--- src/rtl/gpio_bank_pkg.sv ---
package gpio_bank_pkg;

  typedef enum logic [1:0] {
    PM_IN  = 2'b00,
    PM_OUT = 2'b01,
    PM_ALT = 2'b10,
    PM_ANA = 2'b11
  } pin_mode_e;

  // word index of each register (byte address bits 4:2)
  localparam logic [2:0] RI_MODE   = 3'd0;
  localparam logic [2:0] RI_SPEED  = 3'd1;
  localparam logic [2:0] RI_IDATA  = 3'd2;
  localparam logic [2:0] RI_ODATA  = 3'd3;
  localparam logic [2:0] RI_SETCLR = 3'd4;
  localparam logic [2:0] RI_CLR    = 3'd5;
  localparam logic [2:0] RI_LOCK   = 3'd6;

  localparam logic [1:0] SZ_WORD  = 2'b10;
  localparam int         KEY_BIT  = 16;
  localparam int         CLR_BASE = 16;

endpackage

--- src/rtl/gpio_bank_lock.sv ---
module gpio_bank_lock
  import gpio_bank_pkg::*;
#(
  parameter int NPINS = 16
) (
  input  logic             clk,
  input  logic             rst,
  input  logic             lk_wr,
  input  logic             lk_rd,
  input  logic             lk_key,
  input  logic [NPINS-1:0] lk_mask,
  output logic [NPINS-1:0] locked_q,
  output logic             key_q
);

  typedef enum logic [1:0] {LS_IDLE, LS_ONE, LS_ZERO, LS_ARMED} lk_state_e;

  lk_state_e        st_q;
  logic [NPINS-1:0] pend_q;

  always_ff @(posedge clk) begin
    if (rst) begin
      st_q     <= LS_IDLE;
      pend_q   <= '0;
      locked_q <= '0;
      key_q    <= 1'b0;
    end else if (!key_q) begin
      unique case (st_q)
        LS_IDLE: begin
          if (lk_wr && lk_key) begin
            st_q   <= LS_ONE;
            pend_q <= lk_mask;
          end
        end
        LS_ONE: begin
          if (lk_wr && !lk_key && lk_mask == pend_q) st_q <= LS_ZERO;
          else if (lk_wr || lk_rd)                   st_q <= LS_IDLE;
        end
        LS_ZERO: begin
          if (lk_wr && lk_key && lk_mask == pend_q) st_q <= LS_ARMED;
          else if (lk_wr || lk_rd)                  st_q <= LS_IDLE;
        end
        LS_ARMED: begin
          if (lk_rd) begin
            locked_q <= pend_q;
            key_q    <= 1'b1;
            st_q     <= LS_IDLE;
          end else if (lk_wr) begin
            st_q <= LS_IDLE;
          end
        end
        default: st_q <= LS_IDLE;
      endcase
    end
  end

  // lock bits never drop once set
  a_r9_mask_grows: assert property (@(posedge clk) disable iff (rst)
    (($past(locked_q) & ~locked_q) == '0));
  // key stays set until reset
  a_r9_key_sticky: assert property (@(posedge clk) disable iff (rst)
    $past(key_q) |-> key_q);
  // key only rises on the closing read of an armed sequence
  a_r9_key_by_read: assert property (@(posedge clk) disable iff (rst)
    $rose(key_q) |-> ($past(st_q) == LS_ARMED && $past(lk_rd)));

endmodule

--- src/rtl/gpio_bank_odata.sv ---
module gpio_bank_odata
  import gpio_bank_pkg::*;
#(
  parameter int NPINS = 16
) (
  input  logic             clk,
  input  logic             rst,
  input  logic             wr_full,
  input  logic             wr_setclr,
  input  logic             wr_clr,
  input  logic [31:0]      wdata,
  output logic [NPINS-1:0] odata_q
);

  logic [NPINS-1:0] set_bits, clr_bits, clr_only;

  assign set_bits = wdata[NPINS-1:0];
  assign clr_bits = wdata[CLR_BASE +: NPINS];
  assign clr_only = wdata[NPINS-1:0];

  always_ff @(posedge clk) begin
    if (rst)            odata_q <= '0;
    else if (wr_full)   odata_q <= wdata[NPINS-1:0];
    else if (wr_setclr) odata_q <= (odata_q & ~clr_bits) | set_bits;
    else if (wr_clr)    odata_q <= odata_q & ~clr_only;
  end

  // every bit asked to be set is 1 afterwards (set beats clear)
  a_r2_set_lands: assert property (@(posedge clk) disable iff (rst)
    wr_setclr |=> ((odata_q & $past(wdata[NPINS-1:0])) == $past(wdata[NPINS-1:0])));
  // bits zero in both halves are untouched
  a_r2_rest_kept: assert property (@(posedge clk) disable iff (rst)
    wr_setclr |=> (((odata_q ^ $past(odata_q)) &
                    ~($past(wdata[NPINS-1:0]) | $past(wdata[CLR_BASE +: NPINS]))) == '0));
  // clear-only write zeroes selected bits and touches nothing else
  a_r3_clear_only: assert property (@(posedge clk) disable iff (rst)
    wr_clr |=> ((odata_q == ($past(odata_q) & ~$past(wdata[NPINS-1:0])))));

endmodule

--- src/rtl/gpio_bank_pinmux.sv ---
module gpio_bank_pinmux
  import gpio_bank_pkg::*;
#(
  parameter int NPINS = 16
) (
  input  logic [2*NPINS-1:0] mode_q,
  input  logic [NPINS-1:0]   odata_q,
  input  logic [NPINS-1:0]   af_out,
  input  logic [NPINS-1:0]   af_oe,
  output logic [NPINS-1:0]   pin_out,
  output logic [NPINS-1:0]   pin_oe,
  output logic [NPINS-1:0]   ana_mask
);

  for (genvar g = 0; g < NPINS; g++) begin : g_pin
    always_comb begin
      pin_out[g]  = 1'b0;
      pin_oe[g]   = 1'b0;
      ana_mask[g] = 1'b0;
      case (mode_q[2*g +: 2])
        PM_OUT: begin
          pin_out[g] = odata_q[g];
          pin_oe[g]  = 1'b1;
        end
        PM_ALT: begin
          pin_out[g] = af_out[g];
          pin_oe[g]  = af_oe[g];
        end
        PM_ANA:  ana_mask[g] = 1'b1;
        default: ;
      endcase
    end
  end

endmodule

--- src/rtl/gpio_bank.sv ---
module gpio_bank
  import gpio_bank_pkg::*;
#(
  parameter int NPINS  = 16,
  parameter int ADDR_W = 5
) (
  input  logic                clk,
  input  logic                rst,
  input  logic                bus_sel,
  input  logic                bus_wr,
  input  logic [ADDR_W-1:0]   bus_addr,
  input  logic [1:0]          bus_size,
  input  logic [31:0]         bus_wdata,
  output logic                bus_rvalid,
  output logic [31:0]         bus_rdata,
  output logic                bus_err,
  input  logic [NPINS-1:0]    pin_in,
  input  logic [NPINS-1:0]    af_out,
  input  logic [NPINS-1:0]    af_oe,
  output logic [NPINS-1:0]    pin_out,
  output logic [NPINS-1:0]    pin_oe,
  output logic [2*NPINS-1:0]  pin_speed,
  output logic [NPINS-1:0]    periph_in
);

  // NPINS must not exceed 16: the set/clear word splits at bit 16
  localparam int W2 = 2 * NPINS;

  logic [W2-1:0]    mode_q, speed_q, lk_exp;
  logic [NPINS-1:0] idata_q, odata_q, locked_q, ana_mask, hiz_mask;
  logic             key_q;
  logic             word_ok, region_ok, acc, cfg_err;
  logic [2:0]       idx;
  logic             wr_mode, wr_speed, wr_odata, wr_setclr, wr_clr, wr_lock, rd_lock;
  logic [31:0]      rd_mux;

  // ---------------- decode ----------------
  assign word_ok   = (bus_size == SZ_WORD) && (bus_addr[1:0] == 2'b00);
  assign region_ok = (bus_addr >> 5) == '0;
  assign idx       = bus_addr[4:2];
  assign acc       = bus_sel && word_ok && region_ok;

  assign wr_mode   = acc && bus_wr  && idx == RI_MODE;
  assign wr_speed  = acc && bus_wr  && idx == RI_SPEED;
  assign wr_odata  = acc && bus_wr  && idx == RI_ODATA;
  assign wr_setclr = acc && bus_wr  && idx == RI_SETCLR;
  assign wr_clr    = acc && bus_wr  && idx == RI_CLR;
  assign wr_lock   = acc && bus_wr  && idx == RI_LOCK;
  assign rd_lock   = acc && !bus_wr && idx == RI_LOCK;
  assign cfg_err   = (wr_mode || wr_speed) && (|locked_q);

  for (genvar g = 0; g < NPINS; g++) begin : g_exp
    assign lk_exp[2*g +: 2] = {2{locked_q[g]}};
    assign hiz_mask[g] = (mode_q[2*g +: 2] == PM_IN) || (mode_q[2*g +: 2] == PM_ANA);
  end

  // ---------------- configuration and input capture ----------------
  always_ff @(posedge clk) begin
    if (rst) begin
      mode_q  <= '0;
      speed_q <= '0;
      idata_q <= '0;
    end else begin
      idata_q <= pin_in & ~ana_mask;
      if (wr_mode)  mode_q  <= (mode_q  & lk_exp) | (bus_wdata[W2-1:0] & ~lk_exp);
      if (wr_speed) speed_q <= (speed_q & lk_exp) | (bus_wdata[W2-1:0] & ~lk_exp);
    end
  end

  gpio_bank_odata #(.NPINS(NPINS)) u_odata (
    .clk      (clk),
    .rst      (rst),
    .wr_full  (wr_odata),
    .wr_setclr(wr_setclr),
    .wr_clr   (wr_clr),
    .wdata    (bus_wdata),
    .odata_q  (odata_q)
  );

  gpio_bank_lock #(.NPINS(NPINS)) u_lock (
    .clk     (clk),
    .rst     (rst),
    .lk_wr   (wr_lock),
    .lk_rd   (rd_lock),
    .lk_key  (bus_wdata[KEY_BIT]),
    .lk_mask (bus_wdata[NPINS-1:0]),
    .locked_q(locked_q),
    .key_q   (key_q)
  );

  gpio_bank_pinmux #(.NPINS(NPINS)) u_pinmux (
    .mode_q  (mode_q),
    .odata_q (odata_q),
    .af_out  (af_out),
    .af_oe   (af_oe),
    .pin_out (pin_out),
    .pin_oe  (pin_oe),
    .ana_mask(ana_mask)
  );

  // ---------------- read path and response ----------------
  always_comb begin
    rd_mux = '0;
    case (idx)
      RI_MODE:  rd_mux[W2-1:0]    = mode_q;
      RI_SPEED: rd_mux[W2-1:0]    = speed_q;
      RI_IDATA: rd_mux[NPINS-1:0] = idata_q;
      RI_ODATA: rd_mux[NPINS-1:0] = odata_q;
      RI_LOCK: begin
        rd_mux[KEY_BIT]    = key_q;
        rd_mux[NPINS-1:0]  = locked_q;
      end
      default: ;
    endcase
    if (!region_ok) rd_mux = '0;
  end

  always_ff @(posedge clk) begin
    if (rst) begin
      bus_rvalid <= 1'b0;
      bus_err    <= 1'b0;
      bus_rdata  <= '0;
    end else begin
      bus_rvalid <= bus_sel;
      bus_err    <= bus_sel && (!word_ok || cfg_err);
      bus_rdata  <= (acc && !bus_wr) ? rd_mux : '0;
    end
  end

  assign pin_speed = speed_q;
  assign periph_in = idata_q;

  // ---------------- assertions ----------------
  // one response per request, one cycle later
  a_r12_rsp_follows: assert property (@(posedge clk) disable iff (rst)
    bus_sel |=> bus_rvalid);
  a_r12_no_spurious: assert property (@(posedge clk) disable iff (rst)
    !bus_sel |=> (!bus_rvalid && !bus_err));
  // narrow access answers with error and zero data
  a_r1_narrow_err: assert property (@(posedge clk) disable iff (rst)
    (bus_sel && bus_size != SZ_WORD) |=> (bus_err && bus_rdata == '0));
  // refused access changes no register
  a_r1_narrow_inert: assert property (@(posedge clk) disable iff (rst)
    (bus_sel && !word_ok) |=> ($stable(mode_q) && $stable(speed_q) && $stable(odata_q)
                               && $stable(locked_q)));
  // locked fields hold while the lock mask is unchanged
  a_r7_mode_frozen: assert property (@(posedge clk) disable iff (rst)
    $stable(lk_exp) |-> ((mode_q & lk_exp) == ($past(mode_q) & lk_exp)));
  a_r7_speed_frozen: assert property (@(posedge clk) disable iff (rst)
    $stable(lk_exp) |-> ((speed_q & lk_exp) == ($past(speed_q) & lk_exp)));
  // input and analog pins never drive
  a_r8_hiz: assert property (@(posedge clk) disable iff (rst)
    ((hiz_mask & pin_oe) == '0));

  for (genvar g = 0; g < NPINS; g++) begin : g_chk
    // digital pins capture the pad level one clock later
    a_r4_sampled: assert property (@(posedge clk) disable iff (rst)
      !ana_mask[g] |=> (idata_q[g] == $past(pin_in[g])));
    // analog pins read 0
    a_r11_ana_zero: assert property (@(posedge clk) disable iff (rst)
      ana_mask[g] |=> !idata_q[g]);
  end

endmodule

--- config.mk ---
export PLATFORM = sky130hd
export DESIGN_NAME = gpio_bank
export DESIGN_NICKNAME = d
export VERILOG_FILES = /design/src/rtl/gpio_bank_pkg.sv /design/src/rtl/gpio_bank_lock.sv /design/src/rtl/gpio_bank_odata.sv /design/src/rtl/gpio_bank_pinmux.sv /design/src/rtl/gpio_bank.sv
export SDC_FILE = /design/constraint.sdc
export NUM_CORES = 1
export LEC_CHECK = 0
export BUFFER_PORTS_ARGS = -buffer_cell sky130_fd_sc_hd__buf_4
export CAP_MARGIN = 20
export CELL_PAD_IN_SITES_DETAIL_PLACEMENT = 0
export CELL_PAD_IN_SITES_GLOBAL_PLACEMENT = 1
export CORE_ASPECT_RATIO = 1.2
export CORE_MARGIN = 5
export CORE_UTILIZATION = 43
export DETAILED_ROUTE_END_ITERATION = 8
export PLACE_DENSITY = 0.95
export SETUP_SLACK_MARGIN = 0.3
export SLEW_MARGIN = 20
export SYNTH_ARGS = -nofsm -noshare
export SYNTH_HDL_FRONTEND = slang
export SYNTH_SLANG_ARGS = --single-unit
--- constraint.sdc ---
create_clock -name clk -period 5.4 [get_ports clk]
set_clock_uncertainty 0.2 [all_clocks]
set_input_delay 0.81 -clock clk [delete_from_list [all_inputs] [get_ports clk]]
set_output_delay 0.81 -clock clk [all_outputs]
set_load 0.01 [all_outputs]
==> results of run 1 <==
## layout make-up
class | count | area (um2)
flip-flops and latches | 165 | 3303
repair buffers | 210 | 1577
fillers | 1741 | 8413
well taps | 256 | 320.3
clock inverters | 10 | 108.9
inverters | 37 | 138.9
multi-input cells | 651 | 4548
clock buffers | 20 | 446.7
## metal layers
| layer | GRT usage | routed length, um |
|---|---|---|
| met1 | 0.2951 | 10960 |
| met2 | 0.3909 | 12810 |
| met3 | 0.05794 | 1924 |
| met4 | 0.1086 | 1039 |
| met5 | 0 | 0 |
## final timing paths
check                     endpoint              from  slack (ns)
setup / recovery  u_lock.pend_q[6]       bus_size[0]        2.07
hold / removal    u_lock.pend_q[7]  u_lock.pend_q[7]        0.29
setup reg to reg  u_lock.pend_q[6]    u_lock.st_q[0]        3.11
hold reg to reg   u_lock.pend_q[7]  u_lock.pend_q[7]        0.29
## cells by family after synthesis
family | share of synthesized area
compound gates | 0.1289
xor+xnor | 0.01704
fa+ha+maj | 0.07303
buf+inv | 0.04655
flops | 0.4016
mux | 0.1171
simple gates | 0.2157
## placed cells by master, fill, tap and decap left out, types with 3 or more instances in the layout
master     instances
buf_4            210
dfxtp_1          165
nor2_1           148
mux2i_1           94
a21oi_1           67
nand2_1           49
ha_1              48
a22oi_1           45
inv_1             37
o21ai_0           36
nor4_2            29
nand2b_1          20
nor2b_1           19
nor3b_1           17
clkbuf_16         17
xor2_1            16
nor4_1            11
a21oi_2            6
nand4_1            5
nand3_1            5
clkinv_2           5
a222oi_1           4
o2bb2ai_1          3
or3b_2             3
## per-stage QoR
step	cell area, um2	setup WS, ns	util	cells
global route	10440	1.964	0.5538	1349
global placement	9884	1.676	0.5242	1319
finish	10440	2.073	0.5538	1349
CTS	10440	2.101	0.5537	1349
detailed placement	9884	1.650	0.5242	1319
floorplan	8224	2.686	-	906
## worst max-delay path, cell delays in order
cell	delay [ns]
buf_4	0.11
or4b_2	1.02
buf_4	0.36
or4_1	0.84
nand2_1	0.17
a21oi_1	0.07
## power groups by stage
stage	combinational (mW)	sequential (mW)	clock (mW)
3_5_place_dp	0.191	1.26	0
4_1_cts	0.191	1.23	1.18
3_3_place_gp	0.189	1.26	0
2_1_floorplan	0.0790	1.26	0
5_1_grt	0.203	1.23	1.24
6_report	0.194	1.23	1.18
==> metrics.md, run 1 <==
| Metric | Value |
|---|---|
| Nets in the synthesized netlist | 1,045 |
| GP Congestion | just under 0.9 |
| Cell types occupying the most area after synthesis | dfxtp_1, mux2i_1, ha_1, nor2_1, nor4_2 |
| Clock H-tree levels | 4 |
| Fraction of post-synthesis cell area in the top cell type by area | 0.4016 |
| Number of buffers inserted by port buffering | ~200 |
| Final worst path period share | 0.6161 |
| CP Max Fanout | 21 |
| Via density per instance | 5.452 |
| Critical setup path kind | primary input to flop |
| Largest net degree at the start of global routing | between 80 and 90 |
| Net Switching | ~0.61 mW |
| CP Data Arrival Time | approximately 3.4 ns |
| Setup crit start kind | primary input |
| Avg Synthesized Cell Area | ~9 um2 |
| DR pass1 iterations | 8 |
| Portion of total power attributed to sequential cells | 0.473 |
| Total internal power | just under 2 mW |
| Worst path required time | 5.48 ns |
| Switching Share | 0.2363 |
| Worst hold slack | roughly 0.29 ns |
| Routed via count | around 7.4k |
| Clock root buffer | clkbuf_16 |
| Die span in y | ~160 um |
| Transition time at the pin with the least slew margin | 1.084 ns |
| Setup repair bufs after CTS | 0 |
| Setup TNS Final | 0 ns |
| Post-cts sizing count | 0 |
| Clock latency of the later-clocked register in the worst-skew pair | between 0.4 and 0.5 ns |
| Main flop type after synthesis | dfxtp_1 |
| Share of the yosys chip area belonging to registers | 0.4016 |
| Starting Density | 0.4362 |
| LEAKAGE | ~4.0 nW |
| Max-slew headroom at the worst pin | 0.2749 |
| Final wirelength | 26,720 um |
| Total power consumption of the routed design | approximately 2.6 mW |
| Residual DRC | 0 |
| Number of inserted diodes | 0 |
| Total number of yosys warnings | 0 |
| GRT Residual Overflow | 0 |
| Power per cell area | about 250 nW/um2 |
| Number of buffers on the longest clock path | 2 |
| Post-synth design cell area | roughly 8200 um2 |
| Core ar. | between 15,000 and 20,000 um2 |
| Hold/Removal Path Class | flop to flop |
| Maximum Capacitance Violations | 0 |
| Reg2reg path depth | 4 |
| Crit. End Element | flop |
| Net count reported at finish | ~1.2k |
| Most instantiated cells after synthesis | dfxtp_1, nor2_1, mux2i_1 |
| Worst IR drop on VDD | around 0.00022 V |
| Endpoints failing hold | 0 |
| Clock buffer count from CTS | 17 |
| Via count of the first global-routing pass | approximately 7.2k |
| Die Span X | between 100 and 150 um |
| Count of pins over their slew limit | 0 |
| Number of stages on the worst hold path | 2 |
| Cell type with the largest total area after synthesis | dfxtp_1 |
| Number of antenna-violating nets in the routed design | 0 |
| Area added between synthesis and finish | 26.97% |
| Half-perimeter wire length of the detailed placement result | between 15,000 and 20,000 um |
| Final setup vio count | 0 |
| CTS sink cnt | about 170 |
| Share of flip-flops with an asynchronous set or reset | 0 |
| Clock-pin slew on the worst setup and hold paths | around 0.06 ns |
| Most frequent cell after synthesis | dfxtp_1 |
| Highest Clock Rate | 300.6 MHz |
| Combined global-route utilization of all metal layers | 0.2387 |
| Full die area | approximately 22,000 um2 |
| Std cell rows | 55 |
| EDFF count, synth | 0 |
| First-pass GRT wire length | 40,430 um |
| Proportion of layout cells with a drive suffix above 1 | 0.2617 |
| Clock power share | 0.452 |
| Number of synthesized register bits | 165 |
| Unrepaired setup endpoints after global routing | false |
| Wire length per cell after detailed routing | about 20 um |
| Number of antenna violations at the first check in global routing | 0 |
| Top Ports | between 200 and 250 |
| Result of the run | finished, final reports clean |
| Hold-fix buffers at CTS | 0 |
| Clock tree from TritonCTS | yes |
| Iteration-0 DRC count of the detailed router | 587 |
| Combinational share of power | 0.075 |
| Number of library cell types mapped by synthesis | 44 |
| Number of instances in the synthesized netlist | 906 |
| Min Clock Period, post-route | ~3.3 ns |
No activity file was read; power rests on OpenSTA's default activity.
==> run 2: changes to the inputs <==
CORE_UTILIZATION = 36   (was 43)
PLACE_DENSITY = 0.86   (was 0.95)
clock period = 2.76 ns   (was 5.4 ns; I/O delays follow)
==> metrics.md, run 2 (synthesis gave the netlist of run 1 again) <==
| Metric | Value |
|---|---|
| Clock-pin slew on the worst setup and hold paths | 0.06 ns (about the same) |
| Proportion of layout cells with a drive suffix above 1 | 0.2810 (+0.01933) |
| Number of antenna violations at the first check in global routing | 0 (unchanged) |
| Unrepaired setup endpoints after global routing | false |
| Routed via count | 7,540 (+2.5%) |
| GP Congestion | 0.8564 (-4.3%) |
| Number of buffers inserted by port buffering | 204 (unchanged) |
| Maximum single-stage delay on the critical path | 0.75 ns (-0.27 ns) |
| Result of the run | finished, final reports clean |
| Power per cell area | 487.2 nW/um2 (+96%) |
| CTS sink cnt | 165 (unchanged) |
| Number of buffers on the longest clock path | 2 (unchanged) |
| Number of antenna-violating nets in the routed design | 0 (unchanged) |
| Half-perimeter wire length of the detailed placement result | 20,300 um (+6.6%) |
| Clock buffer count from CTS | 17 (unchanged) |
| Setup crit start kind | primary input |
| Startpoint of the most critical register-to-register path | u_lock.st_q[0] |
| Endpoints failing hold | 0 (unchanged) |
| Maximum Capacitance Violations | 0 (unchanged) |
| Critical-path cell with the highest stage delay | or4b_2 |
| Number of inserted diodes | 0 (unchanged) |
| Min Clock Period, post-route | approximately 2.2 ns |
| CP Data Arrival Time | 2.31 ns (-1.09 ns) |
| Clock root buffer | clkbuf_16 |
| Iteration-0 DRC count of the detailed router | 583 (-0.68%) |
| Area added between synthesis and finish | 30.58% |
| Post-cts sizing count | 0 (unchanged) |
| Dominant delay contributor by cell family on the critical path | simple AND/OR/NAND/NOR gates |
| Top Ports | 205 (unchanged) |
| Residual DRC | 0 (unchanged) |
| Number of fill cells in the layout | 2,155 (+24%) |
| Max-slew headroom at the worst pin | 0.2639 (-0.01107) |
| Die Span X | 148.0 um (+8.6%) |
| Hold-fix buffers at CTS | 0 (unchanged) |
| Final setup vio count | 0 (unchanged) |
| Highest Clock Rate | roughly 450 MHz |
| Die span in y | 175.6 um (+8.7%) |
| Setup repair bufs after CTS | 0 (unchanged) |
| CP Max Fanout | 35 (+67%) |
| Hold path startpoint | bus_wdata[30] |
| Net count reported at finish | 1,248 (+2.2%) |
| DR pass1 iterations | 6 (-2) |
| Hold/Removal Path Class | primary input to flop |
| Critical setup path kind | primary input to flop |
| First-pass GRT wire length | 42,410 um (+4.9%) |
| Final worst path period share | 0.7984 |
| Starting Density | 0.3664 (-0.06978) |
| GRT Residual Overflow | 0 (unchanged) |
| Final wirelength | 28,270 um (+5.8%) |
| Via density per instance | 5.386 (-1.2%) |
| Core ar. | 22,450 um2 (+19%) |
| Wire length per cell after detailed routing | 20.19 um (+1.9%) |
| Commonest non-fill, non-tap cell in the layout | buf_4 |
| Worst IR drop on VDD | 0.0004736 V (+110%) |
| Clock latency of the later-clocked register in the worst-skew pair | 0.43 ns (about the same) |
| Post-placement cell count | 1,369 (+3.8%) |
| Count of pins over their slew limit | 0 (unchanged) |
| Combined global-route utilization of all metal layers | 0.2101 (-0.02862) |
| Launch point of the worst path | bus_size[0] |
| Clock tree from TritonCTS | yes |
| Non-filler cells, final | 1,400 (+3.8%) |
| Crit path buf inv count | 2 (unchanged) |
| Clock H-tree levels | 4 (unchanged) |
| Transition time at the pin with the least slew margin | 1.100 ns (+0.01654 ns) |
| Setup TNS Final | 0 ns (unchanged) |
| Worst path required time | 2.86 ns (-2.62 ns) |
| Crit. End Element | flop |
| Commonest non-fill, non-tap cells in the layout | buf_4, dfxtp_1, nor2_1, mux2i_1, a21oi_1 |
| LEAKAGE | 4.188 nW (+3.9%) |
| Std cell rows | 60 (+9.1%) |
| Largest net degree at the start of global routing | 117 (+33%) |
| Critical path, cell by cell | buf_4 -> or4b_2 -> buf_12 -> nor4_2 -> mux2i_1 -> nor2_1 |
| Full die area | 25,980 um2 (+18%) |
| Via count of the first global-routing pass | 7,270 (+0.53%) |
-- run 2: power breakdown --
part / switching, mW / leakage, nW / internal [mW]
combinational: 0.235 / 2.57 / 0.168
clock: 0.982 / 0.288 / 1.44
sequential: 0.0129 / 1.33 / 2.40
total: 1.23 / 4.19 / 4.00
-- run 2: metrics by stage --
step                      area [um2]  setup WS, ns  hold WS, ns    util  power, mW
after detailed placement       10140        0.1497       0.2738  0.4518      2.862
after floorplan                 8224        0.4424       0.2557       -      2.620
after global placement         10140        0.1673       0.2649  0.4518      2.859
after CTS                      10740        0.5624      0.02586  0.4784      5.267
final                          10740        0.5564      0.03891  0.4784      5.232
after global routing           10740        0.5011      0.02873  0.4784      5.392
-- run 2: worst paths after layout --
check                           to  slack, ns  cells after the start
setup / recovery              flop       0.56                      6
setup reg to reg  u_lock.pend_q[4]       0.64                      5
hold reg to reg   u_lock.pend_q[7]       0.28                      2
hold / removal                flop       0.04                      3
-- run 2: layer usage --
layer  vias to the layer above  global-route usage  wire, um
met1                      3576              0.2538     11310
met5                         -                   0         0
met4                         0             0.08433       919
li1                       3566                   -         -
met3                        62             0.04800      2231
met2                       336              0.3605     13810
-- run 2: layout make-up --
class / count / area (um2) / share of cell area
Timing Repair Buffer: 237 / 1804 / 0.1680
Clock inverter: 13 / 158.9 / 0.01480
Multi-Input combinational cell: 651 / 4546 / 0.4233
Tap cell: 279 / 349.1 / 0.03251
Sequential cell: 165 / 3303 / 0.3076
Inverter: 37 / 138.9 / 0.01293
Clock buffer: 18 / 439.2 / 0.04089
-- run 2: worst reg2reg max path: stages (launching register included) --
cell and delay [ns]:
dfxtp_1 0.37, or3b_2 0.53, or4_1 0.54, buf_4 0.21
nand2_1 0.08, a21oi_1 0.05
